**src/rtl/acbs_pkg.sv**
```systemverilog
package acbs_pkg;
    typedef enum logic [1:0] {
        CLS_OFF   = 2'd0,
        CLS_DC    = 2'd1,
        CLS_PULSE = 2'd2,
        CLS_TRAIN = 2'd3
    } tclass_e;
endpackage

```
**src/rtl/acbs_drv.sv**
```systemverilog
module acbs_drv
    import acbs_pkg::*;
#(
    parameter int TRAIN_LEN = 8
) (
    input  logic       clk,
    input  logic       rst,
    input  logic [1:0] cls_i,
    input  logic       upd_i,
    input  logic       bit_i,
    input  logic       rti_i,
    output logic       drv_o
);
    localparam int CW = $clog2(TRAIN_LEN + 1);
    localparam logic [CW-1:0] LEN_C = CW'(TRAIN_LEN);

    typedef struct packed {
        logic          test;
        logic          drv;
        logic          rti;
        logic [CW-1:0] cnt;
    } drv_st_t;

    drv_st_t st_d, st_q;
    logic    tval;
    logic    entry;

    initial begin
        if (TRAIN_LEN < 2 || (TRAIN_LEN % 2) != 0)
            $error("TRAIN_LEN must be even and at least 2");
    end

    always_comb begin
        st_d      = st_q;
        tval      = upd_i ? bit_i : st_q.test;
        entry     = rti_i && !st_q.rti;
        st_d.test = tval;
        st_d.rti  = rti_i;
        st_d.drv  = tval;
        st_d.cnt  = '0;
        case (tclass_e'(cls_i))
            CLS_PULSE: begin
                if (entry) st_d.drv = ~tval;
            end
            CLS_TRAIN: begin
                st_d.cnt = st_q.cnt;
                if (entry) begin
                    st_d.drv = ~tval;
                    st_d.cnt = CW'(1);
                end else if (rti_i && st_q.cnt < LEN_C) begin
                    st_d.drv = ~st_q.drv;
                    st_d.cnt = st_q.cnt + CW'(1);
                end
            end
            default: st_d.drv = tval;
        endcase
    end

    always_ff @(posedge clk) begin
        if (rst) st_q <= '0;
        else     st_q <= st_d;
    end

    assign drv_o = st_q.drv;

    AST_PULSE_INVERT: assert property (@(posedge clk) disable iff (rst)
        (cls_i == CLS_PULSE && rti_i && !st_q.rti) |=> (st_q.drv != st_q.test));
    AST_PULSE_RETURN: assert property (@(posedge clk) disable iff (rst)
        (cls_i == CLS_PULSE && rti_i && st_q.rti) |=> (st_q.drv == st_q.test));
    AST_TRAIN_TOGGLE: assert property (@(posedge clk) disable iff (rst)
        (cls_i == CLS_TRAIN && rti_i && st_q.rti && st_q.cnt < LEN_C) |=> (st_q.drv != $past(st_q.drv)));
    AST_TRAIN_SETTLE: assert property (@(posedge clk) disable iff (rst)
        (cls_i == CLS_TRAIN && !rti_i) |=> (st_q.drv == st_q.test));
    AST_DC_STEADY: assert property (@(posedge clk) disable iff (rst)
        (cls_i == CLS_DC) |=> (st_q.drv == st_q.test));
endmodule

```
**src/rtl/acbs_rx.sv**
```systemverilog
module acbs_rx #(
    parameter int SYNC_STAGES = 2,
    parameter int HOLD        = 2
) (
    input  logic clk,
    input  logic rst,
    input  logic raw_i,
    input  logic ac_i,
    output logic level_o
);
    localparam int RW = $clog2(HOLD + 1);
    localparam logic [RW-1:0] HOLD_C = RW'(HOLD);

    typedef struct packed {
        logic [SYNC_STAGES-1:0] sync;
        logic                   last;
        logic [RW-1:0]          run;
        logic                   level;
    } rx_st_t;

    rx_st_t st_d, st_q;
    logic   smp;

    assign smp = st_q.sync[SYNC_STAGES-1];

    always_comb begin
        st_d         = st_q;
        st_d.sync[0] = raw_i;
        for (int i = 1; i < SYNC_STAGES; i++) st_d.sync[i] = st_q.sync[i-1];
        st_d.last = smp;
        if (smp != st_q.last)      st_d.run = RW'(1);
        else if (st_q.run < HOLD_C) st_d.run = st_q.run + RW'(1);
        if (!ac_i)                                     st_d.level = smp;
        else if (st_d.run == HOLD_C && smp != st_q.level) st_d.level = smp;
    end

    always_ff @(posedge clk) begin
        if (rst) st_q <= '0;
        else     st_q <= st_d;
    end

    assign level_o = st_q.level;

    generate
        if (HOLD > 1) begin : g_glitch_chk
            AST_RX_NO_SNAP: assert property (@(posedge clk) disable iff (rst)
                (ac_i && smp != st_q.last) |=> $stable(st_q.level));
        end
    endgenerate
endmodule

```
**src/rtl/acbs_pulse_cell.sv**
```systemverilog
module acbs_pulse_cell
    import acbs_pkg::*;
#(
    parameter int TRAIN_LEN   = 8,
    parameter int SYNC_STAGES = 2,
    parameter int HOLD        = 2
) (
    input  logic       tck_i,
    input  logic       rst_i,
    input  logic [1:0] cls_i,
    input  logic       upd_dr_i,
    input  logic       upd_bit_i,
    input  logic       rti_i,
    input  logic       mission_i,
    input  logic       pin_raw_i,
    output logic       pin_o,
    output logic       rx_level_o
);
    logic [1:0] cls_d, cls_q;
    logic       drv;
    logic       ac_mode;

    always_comb cls_d = cls_i;

    always_ff @(posedge tck_i) begin
        if (rst_i) cls_q <= CLS_OFF;
        else       cls_q <= cls_d;
    end

    assign ac_mode = (cls_q == CLS_PULSE) || (cls_q == CLS_TRAIN);

    acbs_drv #(.TRAIN_LEN(TRAIN_LEN)) u_drv (
        .clk(tck_i), .rst(rst_i), .cls_i(cls_i), .upd_i(upd_dr_i),
        .bit_i(upd_bit_i), .rti_i(rti_i), .drv_o(drv)
    );

    acbs_rx #(.SYNC_STAGES(SYNC_STAGES), .HOLD(HOLD)) u_rx (
        .clk(tck_i), .rst(rst_i), .raw_i(pin_raw_i), .ac_i(ac_mode),
        .level_o(rx_level_o)
    );

    assign pin_o = (cls_q == CLS_OFF) ? mission_i : drv;

    AST_RESET_TRANSPARENT: assert property (@(posedge tck_i)
        rst_i |=> (cls_q == CLS_OFF && !rx_level_o));
endmodule

```
**config.mk**
```make
export PLATFORM = sky130hd
export DESIGN_NAME = acbs_pulse_cell
export DESIGN_NICKNAME = d
export VERILOG_FILES = /design/src/rtl/acbs_pkg.sv /design/src/rtl/acbs_drv.sv /design/src/rtl/acbs_rx.sv /design/src/rtl/acbs_pulse_cell.sv
export SDC_FILE = /design/constraint.sdc
export NUM_CORES = 1
export LEC_CHECK = 0
export ABC_AREA = 1
export BUFFER_PORTS_ARGS = -buffer_cell sky130_fd_sc_hd__buf_2
export CAP_MARGIN = 20
export CORE_MARGIN = 10
export CORE_UTILIZATION = 36
export DETAILED_ROUTE_END_ITERATION = 6
export PLACE_DENSITY_LB_ADDON = 0.08
export SKIP_CTS_REPAIR_TIMING = 1
export SLEW_MARGIN = 20
export SYNTH_ARGS = -nofsm -noshare
export SYNTH_HDL_FRONTEND = slang
export SYNTH_SLANG_ARGS = --single-unit
```
**constraint.sdc**
```tcl
create_clock -name tck_i -period 0.9 [get_ports tck_i]
set_input_delay 0.18 -clock tck_i [delete_from_list [all_inputs] [get_ports tck_i]]
set_output_delay 0.18 -clock tck_i [all_outputs]
set_load 0.05 [all_outputs]
```
=== Word level (Yosys, flattened, before mapping) ===
Index checks and enable logic that the tools add are counted.

* Bits in registers: 15
* Latch bits: 0
* Memory bits (writable): 0
* Bits in read-only memories: 0
* Input bits: 9
* Output and inout bits: 2
* Logic and storage cells: 46
* Memories kept: 0

* Add/sub/neg operators: 2
* Multiply operators: 0
* Div/mod/pow operators: 0
* Magnitude comparators: 2
* Equal/unequal tests: 8
* Shifts and indexed selects: 0
* Multiplexer cells: 12
* Bitwise logic cells: 3
* Reductions and logical operators: 9

{| class="wikitable"
|+ Operators with widths
! kind !! count
|-
| 2-bit == test, second input constant || 5
|-
| 1-bit two-way mux || 9
|-
| 4-bit by 1-bit adder with 4-bit output, second input constant || 1
|-
| 4-bit < comparator, second input constant || 1
|-
| 2-bit two-way mux || 2
|-
| 1-bit logical AND || 3
|-
| 1-bit NOT || 3
|-
| 3-bit OR reduction || 1
|-
| 2-bit by 1-bit adder with 2-bit output, second input constant || 1
|-
| 2-bit logical NOT || 1
|-
| 2-bit < comparator, second input constant || 1
|-
| 1-bit inequality test || 2
|-
| 2-bit inequality test, second input constant || 1
|-
| 1-bit one-hot mux with 2 select lines || 1
|-
| 2-bit nonzero test || 1
|-
| 2-bit OR reduction || 1
|-
| 1-bit logical NOT || 1
|-
| 1-bit logical OR || 1
|}

=== Longest topological paths before layout ===
Gate-level depths: netlist of the first run.

* Word-level depth: 7
* Gate-level depth with buffers: 7
* Depth with buffers taken out: 7

=== Cells and area by module ===
From an unflattened synthesis of the first run, not the netlist that was laid out.

* Cells, all modules: 99
* Area, all modules: 684.4 um^2

{| class="wikitable"
|+ By module, submodules not included
! module !! times used !! cells each !! area an instance (um^2) !! sequential area each (um^2)
|-
| acbs_drv || 1 || 56 || 366.6 || 140.1
|-
| acbs_rx || 1 || 32 || 242.7 || 120.1
|-
| acbs_pulse_cell || 1 || 11 || 75.1 || 40.0
|}

=== Least setup slack after synthesis of the first run ===
OpenSTA, ideal clock, no wires.

* Path type: reg2out
* Start: reg cls_q[1]
* End: out pin_o
* Arrival: 1,468 ps
* Data required time: 720 ps
* Slack: -748 ps
* Stages on the path, launching flop included: 3
* Path buffers: 0
* Path through: dfxtp_1 -> nor2_1 -> o21ai_0

* Longest elaborated chain between the ends: 2

{| class="wikitable"
|+ RTL lines
! item !! line !! RTL
|-
| start, declared || acbs_pulse_cell.sv:19 || <nowiki>logic [1:0] cls_d, cls_q;</nowiki>
|-
| start signal, assigned || acbs_pulse_cell.sv:27 || <nowiki>else cls_q <= cls_d;</nowiki>
|-
| 2-bit logical NOT || acbs_pulse_cell.sv:42 || <nowiki>assign pin_o = (cls_q == CLS_OFF) ? mission_i : drv;</nowiki>
|-
| 1-bit two-way mux || acbs_pulse_cell.sv:42 ||
|-
| end, declared || acbs_pulse_cell.sv:16 || <nowiki>output logic pin_o,</nowiki>
|}

Every way passes these cells.

=== Final worst setup path of the first run ===
Same ends and word-level chain as after synthesis.

==> results of run 1 <==
[flip-flops by register name, indices dropped and copies added (netlist names)]
signal and cells:
u_rx.level_o 1, u_rx.smp 1, u_drv.drv_o 1, u_drv.st_q 6, cls_q 2, u_rx.st_d 1
u_rx.st_q 3
[Yosys cell counts, types with 2 or more instances]
| cell | instances |
|---|---|
| sky130_fd_sc_hd__a21oi_1 | 4 |
| sky130_fd_sc_hd__dfxtp_1 | 15 |
| sky130_fd_sc_hd__ha_1 | 2 |
| sky130_fd_sc_hd__inv_1 | 17 |
| sky130_fd_sc_hd__nand2_1 | 15 |
| sky130_fd_sc_hd__nand3_1 | 5 |
| sky130_fd_sc_hd__nand4_1 | 2 |
| sky130_fd_sc_hd__nor2_1 | 8 |
| sky130_fd_sc_hd__o21ai_2 | 2 |
| sky130_fd_sc_hd__xor2_1 | 2 |
[layer usage]
layer  track usage  part of all wire  up-vias
met5             0                 0        -
met2        0.0949              0.46       10
met3        0.0358             0.068        2
met4        0.0251             0.014        0
li1              -                 -      303
met1        0.0739              0.46      249
[stage by stage]
| stage | cell area (µm²) | total power [mW] |
|---|---|---|
| 5_1_grt | 967 | 1.54 |
| 2_1_floorplan | 666 | 0.891 |
| 4_1_cts | 853 | 1.37 |
| 3_3_place_gp | 826 | 0.983 |
| 6_report | 967 | 1.45 |
| 3_5_place_dp | 826 | 0.987 |
[worst min path at each step]
stage                   endpoint  cells past startpoint       from  slack, ns
floorplan           u_rx.st_d[5]                      2  pin_raw_i       0.29
detailed placement  u_rx.st_d[5]                      3  pin_raw_i       0.39
finish              u_rx.st_d[5]                      3  pin_raw_i       0.09
global placement    u_rx.st_d[5]                      3  pin_raw_i       0.38
global route        u_rx.st_d[5]                      3  pin_raw_i        0.1
CTS                 u_rx.st_d[5]                      3  pin_raw_i       0.08
[power by group]
group | switching, mW | total (mW) | internal (mW) | leakage, nW
combinational | 0.181 | 0.350 | 0.168 | 0.312
sequential | 0.0169 | 0.722 | 0.705 | 0.127
clock | 0.217 | 0.381 | 0.165 | 0.0177
total | 0.415 | 1.45 | 1.04 | 0.457
[cell type report]
| cell class | instances | area [µm²] |
|---|---|---|
| clock buffer | 3 | 22.5 |
| fill | 177 | 759 |
| timing repair buffer | 23 | 164 |
| multi-input combinational | 48 | 363 |
| sequential | 15 | 312 |
| tap | 25 | 31.3 |
| clock inverter | 1 | 5.00 |
| inverter | 18 | 70.1 |
[kinds of logic after synthesis]
logic type	after synthesis	synth area share
AO/OA/AOI/OAI	9	0.0883
XOR/XNOR	2	0.0269
adder cells (fa/ha/maj)	2	0.0384
flip-flops	15	0.461
buffers and inverters	19	0.121
AND/OR/NAND/NOR	35	0.265
[worst max-delay path: cells and delay by family, from the launching register on]
kind / cells / cell delay [ns]
AO/OA/AOI/OAI: 1 / 0.11
buffers and inverters: 2 / 0.30
flip-flops: 1 / 0.34
AND/OR/NAND/NOR: 1 / 0.04
==> flow_summary.rst, run 1 <==
.. list-table::
   :header-rows: 1

   * - Metric
     - Value
   * - Upper clock frequency limit
     - 799 MHz
   * - Initial DRC Count
     - 21
   * - Maximum fanout along the worst path
     - 2
   * - Worst reg-to-reg setup slack
     - -0.07 ns
   * - Net count reported at finish
     - 120
   * - Total count of max-transition violations in the final report
     - 0
   * - Number of antenna violations at the first check in global routing
     - 0
   * - Unique masters post-synth
     - 20
   * - Mean routed wirelength per cell
     - 9.23 µm
   * - Synthesized Nets
     - 93
   * - Count of unresolved DRC violations after routing
     - 0
   * - Maxcap violations
     - 0
   * - Hold Slack
     - 0.0892 ns
   * - Global Route Usage Sum
     - 0.0639
   * - Die Wd
     - 62.6 µm
   * - Post-placement cell count
     - 128
   * - Synthesized area per cell
     - 7.95 µm²
   * - Actual slew at the worst max-slew pin
     - 0.185 ns
   * - Total Negative Setup Slacks
     - -0.490 ns
   * - Gr ovfl total
     - 0
   * - Final cell utilization of the core
     - 0.560
   * - Total I/O pin count
     - 11
   * - First-pass GRT wire length
     - 2080 µm
   * - Cell depth of the worst flop-to-flop path
     - 5
   * - Chip Height
     - 62.6 µm
   * - Minimum period implied by the final worst setup slack
     - 1.25 ns
   * - Gate count after technology mapping
     - 82
   * - Yosys synthesis warning count
     - 0
   * - Via count
     - 564
   * - Reported leakage power
     - 0.457 nW
   * - Classification of the worst-slack hold path
     - in -> reg
   * - Largest net degree at the start of global routing
     - 10
   * - Number of H-tree branching levels
     - 1
   * - R2r endpoint
     - u_rx.level_o
   * - RSZ-0062 raised after global routing
     - yes
   * - Critical Path Slowest Stage Cell
     - sky130_fd_sc_hd__dfxtp_2
   * - Failing checks
     - negative setup slack
   * - Most frequent cells in the layout
     - sky130_fd_sc_hd__nand2_1 (12), sky130_fd_sc_hd__buf_4 (12), sky130_fd_sc_hd__inv_1 (11)
   * - Number of synthesized register bits
     - 15
   * - Post-DP HPWL
     - 971 µm
   * - Share of the cycle needed by the critical path after routing
     - 1.39
   * - Worst flop-to-flop path startpoint
     - u_rx.st_q[1]
   * - Final hold violation count
     - 0
   * - CP Capture Point
     - pin_o
   * - Fraction of the yosys area taken by sequential cells
     - 0.461
   * - Starting utilization of the core area
     - 0.378
   * - Most used flip-flop cell after synthesis
     - sky130_fd_sc_hd__dfxtp_1
   * - Share of post-route cells with drive strength above 1
     - 0.574
   * - WS Path Type
     - reg -> out
   * - Worst rel slew slack
     - 0.876
   * - Number of buffers created by CTS
     - 3
   * - Total setup violations reported at the end of the flow
     - 4
   * - Crit path from
     - cls_q[1]
   * - Placeable core region
     - 1730 µm²
   * - Final GP Congestion
     - 0.711
   * - Power density over the cells
     - 1500 nW/µm²
   * - Cell-by-cell listing of the critical path
     - nor2_2, buf_4, o21ai_4, buf_6
   * - Arrival time at the worst endpoint
     - 1.07 ns
   * - Maximum buffer depth of the clock tree
     - 2
   * - Remaining antenna violation count after routing
     - 0
   * - Setup Slack @ Placement
     - -0.155 ns
   * - Clock-pin slew on the worst setup and hold paths
     - 0.10 ns
   * - Number of clock sinks
     - 15
   * - Clock Tree Root
     - sky130_fd_sc_hd__clkbuf_4
   * - Aggregate routed wire length
     - 1230 µm
   * - Clock tree from TritonCTS
     - yes
   * - Fraction of synthesized cell area taken by the top area cell type
     - 0.461
   * - Non-Filler Instances
     - 133
   * - Critical path's largest stage delay
     - 0.34 ns
   * - VDD IR-drop max
     - 0.939 mV
   * - Outcome
     - finished, violations left
   * - Share of synthesized flip-flops with an asynchronous set or reset
     - 0
   * - Post-detailed-route via-to-cell ratio
     - 4.24
   * - Summed instance area of the synthesized netlist
     - 652 µm²
   * - Antenna diodes
     - 0
   * - Area growth, synth to finish
     - 48.4%
   * - Number of rows created at floorplan
     - 15
   * - Crit path required time
     - 0.72 ns
   * - Worst setup SP type
     - flip-flop
   * - Via count of the first global-routing pass
     - 516
   * - Type of destination of the critical path
     - primary output
   * - Largest area contributor in the netlist
     - sky130_fd_sc_hd__dfxtp_1
   * - Full die area
     - 3910 µm²
   * - Cell types occupying the most area after synthesis
     - sky130_fd_sc_hd__dfxtp_1 (46%), sky130_fd_sc_hd__inv_1 (9.8%), sky130_fd_sc_hd__nand2_1 (8.6%), sky130_fd_sc_hd__nor2_1 (4.6%), sky130_fd_sc_hd__ha_1 (3.8%)
   * - IO Port Bufs
     - 10
   * - Later-pin clock latency in the skew report
     - 0.28 ns
   * - Least setup slack across all paths after layout
     - -0.352 ns
   * - Clock Skew
     - 0.00844 ns
   * - Number of synthesized flops with an enable pin
     - 0
   * - Count of TritonRoute iterations in the first routing pass
     - 2
Note: power is estimated with default switching activity, not from simulation.
==> run 2, diff against run 1 <==
- clock period: 0.9 -> 1.34 ns (I/O delays scaled with it)
==> run 2 against run 1 <==
Net effect:
- critical path type unchanged
- hold slack improved by 0.097 ns
- sequential cell count did not move
- the flow now finishes without violations
- core utilization fell by 12 points
- sequential power fell by 33%
==> flow_summary.rst, run 2 (synthesized netlist as in run 1, its figures left out) <==
.. list-table::
   :header-rows: 1

   * - Metric
     - Value
   * - Outcome
     - finished, final reports clean
   * - Area growth, synth to finish
     - 17.7%
   * - GRT met1 Usage
     - 0.0597
   * - Share of the cycle needed by the critical path after routing
     - 0.953
   * - Least setup slack across all paths after layout
     - 0.0632 ns
   * - Internal Power
     - 0.640 mW
   * - Routing layer with the top usage in global route
     - met2
   * - Gr ovfl total
     - 0
   * - Total Negative Setup Slacks
     - 0 ns
   * - Placeable core region
     - 1730 µm²
   * - Aggregate routed wire length
     - 1100 µm
   * - Count of TritonRoute iterations in the first routing pass
     - 4
   * - Share of post-route cells with drive strength above 1
     - 0.242
   * - Met3 usage
     - 0.0466
   * - Chip Height
     - 62.6 µm
   * - Final hold violation count
     - 0
   * - Post-detailed-route via-to-cell ratio
     - 4.30
   * - Most common cell after layout, fill and taps aside
     - sky130_fd_sc_hd__inv_1
   * - Crit path required time
     - 1.07 ns
   * - Classification of the worst-slack hold path
     - in -> reg
   * - Non-Filler Instances
     - 120
   * - Number of buffers created by CTS
     - 3
   * - Total setup violations reported at the end of the flow
     - 0
   * - Arrival time at the worst endpoint
     - 1.01 ns
   * - VDD IR-drop max
     - 0.586 mV
   * - Net count reported at finish
     - 107
   * - Post-placement cell count
     - 116
   * - Clock tree from TritonCTS
     - yes
   * - Clock Tree Root
     - sky130_fd_sc_hd__clkbuf_4
   * - Fraction of power spent switching nets
     - 0.266
   * - Via count
     - 516
   * - Via count of the first global-routing pass
     - 463
   * - Full die area
     - 3910 µm²
   * - Largest net degree at the start of global routing
     - 9
   * - Post-DP HPWL
     - 871 µm
   * - Initial DRC Count
     - 9
   * - Power density over the cells
     - 1140 nW/µm²
   * - Part of the total power dissipated in the clock network
     - 0.286
   * - Number of clock sinks
     - 15
   * - Clock Skew
     - 0.00127 ns
   * - Remaining antenna violation count after routing
     - 0
   * - WS Path Type
     - reg -> out
   * - Worst rel slew slack
     - 0.834
   * - Reg power frac
     - 0.551
   * - Actual slew at the worst max-slew pin
     - 0.250 ns
   * - Maxcap violations
     - 0
   * - Mean routed wirelength per cell
     - 9.16 µm
   * - Type of destination of the critical path
     - primary output
   * - Total I/O pin count
     - 11
   * - Minimum period implied by the final worst setup slack
     - 1.28 ns
   * - Largest register FFs
     - 6
   * - IO Port Bufs
     - 10
   * - Largest register by flop count
     - u_drv.st_q
   * - First-pass GRT wire length
     - 1870 µm
   * - Antenna diodes
     - 0
   * - Power dissipated by switching net loads
     - 0.232 mW
   * - Global Route Usage Sum
     - 0.0599
   * - Later-pin clock latency in the skew report
     - 0.27 ns
   * - Hold Path Cell Cnt
     - 3
   * - Final GP Congestion
     - 0.684
   * - Most frequent cells in the layout
     - sky130_fd_sc_hd__inv_1 (17), sky130_fd_sc_hd__nand2_1 (15), sky130_fd_sc_hd__dfxtp_1 (14)
   * - Registers with the highest flip-flop counts
     - u_drv.st_q x6, u_rx.st_q x3, cls_q x2
   * - Die Wd
     - 62.6 µm
   * - Setup Slack @ Placement
     - 0.204 ns
   * - Maximum buffer depth of the clock tree
     - 2
   * - Reported leakage power
     - 0.381 nW
   * - GR Util met2
     - 0.0910
   * - Maximum fanout along the worst path
     - 2
   * - Combinational cell fraction of total power
     - 0.162
   * - Number of H-tree branching levels
     - 1
   * - Worst setup SP type
     - flip-flop
   * - Cell depth of the worst flop-to-flop path
     - 5
   * - Count of unresolved DRC violations after routing
     - 0
   * - Upper clock frequency limit
     - 783 MHz
   * - Total count of max-transition violations in the final report
     - 0
   * - Starting utilization of the core area
     - 0.378
   * - Clock-pin slew on the worst setup and hold paths
     - 0.08 ns
   * - Number of rows created at floorplan
     - 15
   * - Number of antenna violations at the first check in global routing
     - 0
run 2: cell count changes in the layout (fill, tap and decap cells not counted), moves of 3 or more:
cell / change
sky130_fd_sc_hd__buf_4: -12
sky130_fd_sc_hd__dfxtp_1: +8
sky130_fd_sc_hd__dfxtp_2: -8
sky130_fd_sc_hd__inv_1: +6
sky130_fd_sc_hd__inv_2: -5
sky130_fd_sc_hd__nand2_1: +3
sky130_fd_sc_hd__nand2_2: -3
sky130_fd_sc_hd__nand3_1: +3
run 2: per-layer routing:
layer,part of all wire,vias up
li1,-,278
met1,0.43,225
met2,0.46,11
met3,0.086,2
met4,0.015,0
met5,0,-
run 2: worst paths after layout:
check / start / end / slack (ns)
hold reg to reg: u_rx.st_d[5] / u_rx.smp / 0.41
setup / recovery: cls_q[0] / pin_o / 0.06
setup reg to reg: u_rx.st_q[1] / u_rx.level_o / 0.31
hold / removal: pin_raw_i / u_rx.st_d[5] / 0.19
run 2: final cells by class:
class / instances / area, µm²
Fill cell: 190 / 960
Sequential cell: 15 / 302
Multi-Input combinational cell: 48 / 284
Inverter: 18 / 67.6
Timing Repair Buffer: 10 / 56.3
Tap cell: 25 / 31.3
Clock buffer: 4 / 26.3
run 2: through the flow:
step                hold slack, ns   util  cell area (µm²)  power (mW)
floorplan                    0.375      -              656       0.593
global placement             0.389  0.420              726       0.626
detailed placement           0.397  0.420              726       0.626
CTS                          0.174  0.436              752       0.885
global route                 0.189  0.444              767       0.922
finish                       0.186  0.444              767       0.872
run 2: critical path: stages, from the launching register on:
cell and delay [ns]:
sky130_fd_sc_hd__dfxtp_1 0.33, sky130_fd_sc_hd__nor2_4 0.11, sky130_fd_sc_hd__nand2_1 0.07, sky130_fd_sc_hd__o21ai_2 0.06, sky130_fd_sc_hd__buf_6 0.17
run 2: power by group through the flow:
stage,clock (mW),sequential (mW),combinational [mW]
after global placement,0,0.489,0.137
after floorplan,0,0.496,0.0979
final,0.250,0.481,0.142
after detailed placement,0,0.490,0.137
after global routing,0.278,0.483,0.161
after CTS,0.268,0.479,0.138
==> run 3, diff against run 2 <==
- CORE_UTILIZATION: 36 -> 52
- PLACE_DENSITY: default -> 0.71
- PLACE_DENSITY_LB_ADDON: 0.08 -> default
- SYNTH_HIERARCHICAL: default -> 1
==> run 3 against run 2 <==
Net effect:
- clock power down 2%
- combinational power increased by 4%
- global-route usage is 2.0 points higher
- non-clock buffer count stayed put
- routed wire length is 0.55% higher
- synthesized area grew 5.0%
- largest cell class unchanged
==> flow_summary.rst, run 3 <==
.. list-table::
   :header-rows: 1

   * - Metric
     - Value
   * - Initial DRC Count
     - 19
   * - Remaining antenna violation count after routing
     - 0
   * - Cell depth of the worst flop-to-flop path
     - 5
   * - Final hold violation count
     - 0
   * - Via count
     - 579
   * - Cell area after layout
     - 786 µm²
   * - Total setup violations reported at the end of the flow
     - 0
   * - Chip Height
     - 56.3 µm
   * - Number of buffers created by CTS
     - 3
   * - Placeable core region
     - 1270 µm²
   * - Number of synthesized register bits
     - 15
   * - Simple-gate share of the synthesized area
     - 0.316
   * - Critical Path Slowest Stage Cell
     - sky130_fd_sc_hd__dfxtp_2
   * - Via count of the first global-routing pass
     - 514
   * - Part of the total power dissipated in the clock network
     - 0.280
   * - Post-DP HPWL
     - 904 µm
   * - Critical hold path startpoint
     - pin_raw_i
   * - Most common cell after layout, fill and taps aside
     - sky130_fd_sc_hd__nand2_1
   * - Number of synthesized flops with an enable pin
     - 0
   * - Antenna diodes
     - 0
   * - Unique masters post-synth
     - 17
   * - Post-detailed-route via-to-cell ratio
     - 4.56
   * - Power density over the cells
     - 1120 nW/µm²
   * - Final GP Congestion
     - 0.742
   * - Yosys synthesis warning count
     - 6
   * - Maxcap violations
     - 0
   * - Placed standard-cell area
     - 749 µm²
   * - R2r endpoint
     - u_rx/level_o
   * - Total I/O pin count
     - 11
   * - Clock Tree Root
     - sky130_fd_sc_hd__clkbuf_4
   * - Largest area contributor in the netlist
     - sky130_fd_sc_hd__dfxtp_1
   * - Synthesized Nets
     - 110
   * - Fraction of the yosys area taken by sequential cells
     - 0.439
   * - Fraction of power spent switching nets
     - 0.268
   * - Hold Slack
     - 0.192 ns
   * - Post-placement cell count
     - 123
   * - Later-pin clock latency in the skew report
     - 0.27 ns
   * - Share of the cycle needed by the critical path after routing
     - 0.931
   * - Global Route Usage Sum
     - 0.0796
   * - Minimum period implied by the final worst setup slack
     - 1.25 ns
   * - Most frequent cell after synthesis
     - sky130_fd_sc_hd__nand2_1
   * - First-pass GRT wire length
     - 2080 µm
   * - Crit path required time
     - 1.07 ns
   * - Count of TritonRoute iterations in the first routing pass
     - 4
   * - Final cell utilization of the core
     - 0.619
   * - Combinational cell fraction of total power
     - 0.168
   * - Area growth, synth to finish
     - 14.8%
   * - Critical path's largest stage delay
     - 0.35 ns
   * - Gr ovfl total
     - 0
   * - Clock tree from TritonCTS
     - yes
   * - Setup Slack @ Placement
     - 0.292 ns
   * - Number of clock sinks
     - 15
   * - Fraction of synthesized cell area taken by the top area cell type
     - 0.439
   * - Share of synthesized flip-flops with an asynchronous set or reset
     - 0
   * - Cell types occupying the most area after synthesis
     - sky130_fd_sc_hd__dfxtp_1 (44%), sky130_fd_sc_hd__nand2_1 (15%), sky130_fd_sc_hd__inv_1 (13%), sky130_fd_sc_hd__nor2_1 (6.6%), sky130_fd_sc_hd__ha_1 (3.7%)
   * - Share of post-route cells with drive strength above 1
     - 0.214
   * - Least setup slack across all paths after layout
     - 0.0925 ns
   * - Worst reg-to-reg setup slack
     - 0.32 ns
   * - Non-Filler Instances
     - 127
   * - Dominant combinational cell family by area after synthesis
     - simple AND/OR/NAND/NOR gates
   * - Die Wd
     - 56.3 µm
   * - Cell-by-cell listing of the critical path
     - nor2_2, nand2_1, nand2_1, buf_6
   * - Classification of the worst-slack hold path
     - in -> reg
   * - Worst rel slew slack
     - 0.834
   * - Post-Synth Adder-Cell Area
     - 0.0366
   * - Clock-pin slew on the worst setup and hold paths
     - 0.08 ns
   * - Synth cell count leaders
     - sky130_fd_sc_hd__nand2_1 (28), sky130_fd_sc_hd__inv_1 (23), sky130_fd_sc_hd__dfxtp_1 (15)
   * - Filler Cells Inserted
     - 112
   * - Mux share of post-synthesis cell area
     - 0
   * - Crit path from
     - cls_q[1]
   * - Arrival time at the worst endpoint
     - 0.98 ns
   * - RSZ-0062 raised after global routing
     - no
   * - Most frequent cells in the layout
     - sky130_fd_sc_hd__nand2_1 (28), sky130_fd_sc_hd__inv_1 (23), sky130_fd_sc_hd__dfxtp_1 (14)
   * - Synthesized area per cell
     - 6.91 µm²
   * - Number of antenna violations at the first check in global routing
     - 0
   * - Largest net degree at the start of global routing
     - 12
   * - Upper clock frequency limit
     - 802 MHz
   * - IO Port Bufs
     - 10
   * - Outcome
     - finished, final reports clean
   * - Summed instance area of the synthesized netlist
     - 684 µm²
   * - Worst path most repeated cell
     - sky130_fd_sc_hd__nand2_1
   * - Type of destination of the critical path
     - primary output
   * - Starting utilization of the core area
     - 0.539
   * - Maximum buffer depth of the clock tree
     - 2
   * - Largest register FFs
     - 6
   * - Worst setup SP type
     - flip-flop
   * - Actual slew at the worst max-slew pin
     - 0.251 ns
   * - Tot Pwr
     - 0.879 mW
   * - Maximum fanout along the worst path
     - 4
   * - Total count of max-transition violations in the final report
     - 0
   * - Net count reported at finish
     - 124
   * - Number of H-tree branching levels
     - 1
   * - Total Negative Setup Slacks
     - 0 ns
   * - XOR/XNOR share of the synthesized area
     - 0.0128
   * - CP Capture Point
     - pin_o
   * - Power dissipated by switching net loads
     - 0.236 mW
   * - Number of rows created at floorplan
     - 13
   * - Mean routed wirelength per cell
     - 8.70 µm
   * - Reg power frac
     - 0.552
   * - Largest register by flop count
     - u_drv/st_q
   * - Registers with the highest flip-flop counts
     - u_drv/st_q x6, u_rx/st_q x3, cls_q x2
   * - Gate count after technology mapping
     - 99
   * - Most used flip-flop cell after synthesis
     - sky130_fd_sc_hd__dfxtp_1
   * - Reported leakage power
     - 0.424 nW
   * - Count of unresolved DRC violations after routing
     - 0
   * - Full die area
     - 3170 µm²
   * - Clock Skew
     - 0.000975 ns
   * - Post-synthesis compound-gate area fraction
     - 0.0585
   * - Worst flop-to-flop path startpoint
     - u_rx/st_q[1]
   * - VDD IR-drop max
     - 0.788 mV
   * - Aggregate routed wire length
     - 1110 µm
   * - WS Path Type
     - reg -> out
   * - Internal Power
     - 0.643 mW
run 3: cell count changes in the layout (fill, tap and decap cells not counted), sizes merged:
cell	delta
a21o	-1
nor2	+4
a21oi	-1
xor2	-1
nand3	-1
o21ai	-1
nand4	-1
inv	+6
nand2	+14
and2	-1
run 3: cell type report:
| class | count | area, µm² | area share |
|---|---|---|---|
| clock buffer | 4 | 26.3 | 0.0334 |
| inverter | 24 | 90.1 | 0.115 |
| multi-input combinational | 59 | 293 | 0.373 |
| sequential | 15 | 302 | 0.384 |
| tap | 15 | 18.8 | 0.0239 |
| timing repair buffer | 10 | 56.3 | 0.0717 |
run 3: worst min path at each step:
stage / endpoint / slack, ns / cells after the start
2_1_floorplan: cls_q[0] / 0.34 / 1
3_3_place_gp: u_rx/smp / 0.39 / 2
3_5_place_dp: u_rx/smp / 0.40 / 2
4_1_cts: u_rx/st_d[5] / 0.19 / 3
5_1_grt: u_rx/st_d[5] / 0.19 / 3
6_report: u_rx/st_d[5] / 0.19 / 3
run 3: logic make-up (layout without fill, tap and decap cells):
group	count (synthesis)	in the layout
adder cells (fa/ha/maj)	2	2
XOR/XNOR	1	1
buffers and inverters	25	38
AO/OA/AOI/OAI	6	6
AND/OR/NAND/NOR	50	50
flip-flops	15	15
run 3: critical path: cells and delay by family, from the launching register on:
kind | cells | cell delay, ns
AND/OR/NAND/NOR | 3 | 0.21
buffers and inverters | 1 | 0.15
flip-flops | 1 | 0.35
run 3: per-layer routing:
| layer | wire, µm | track usage |
|---|---|---|
| met2 | 446 | 0.108 |
| met1 | 589 | 0.0966 |
| met4 | 12 | 0.0412 |
| met5 | 0 | 0 |
| met3 | 57 | 0.0449 |
run 3: power groups by stage:
stage                     sequential [mW]  clock, mW  combinational, mW
after global routing                0.488      0.286              0.168
after detailed placement            0.495          0              0.143
after global placement              0.494          0              0.141
after CTS                           0.485      0.256              0.144
final                               0.485      0.246              0.148
after floorplan                     0.499          0              0.100
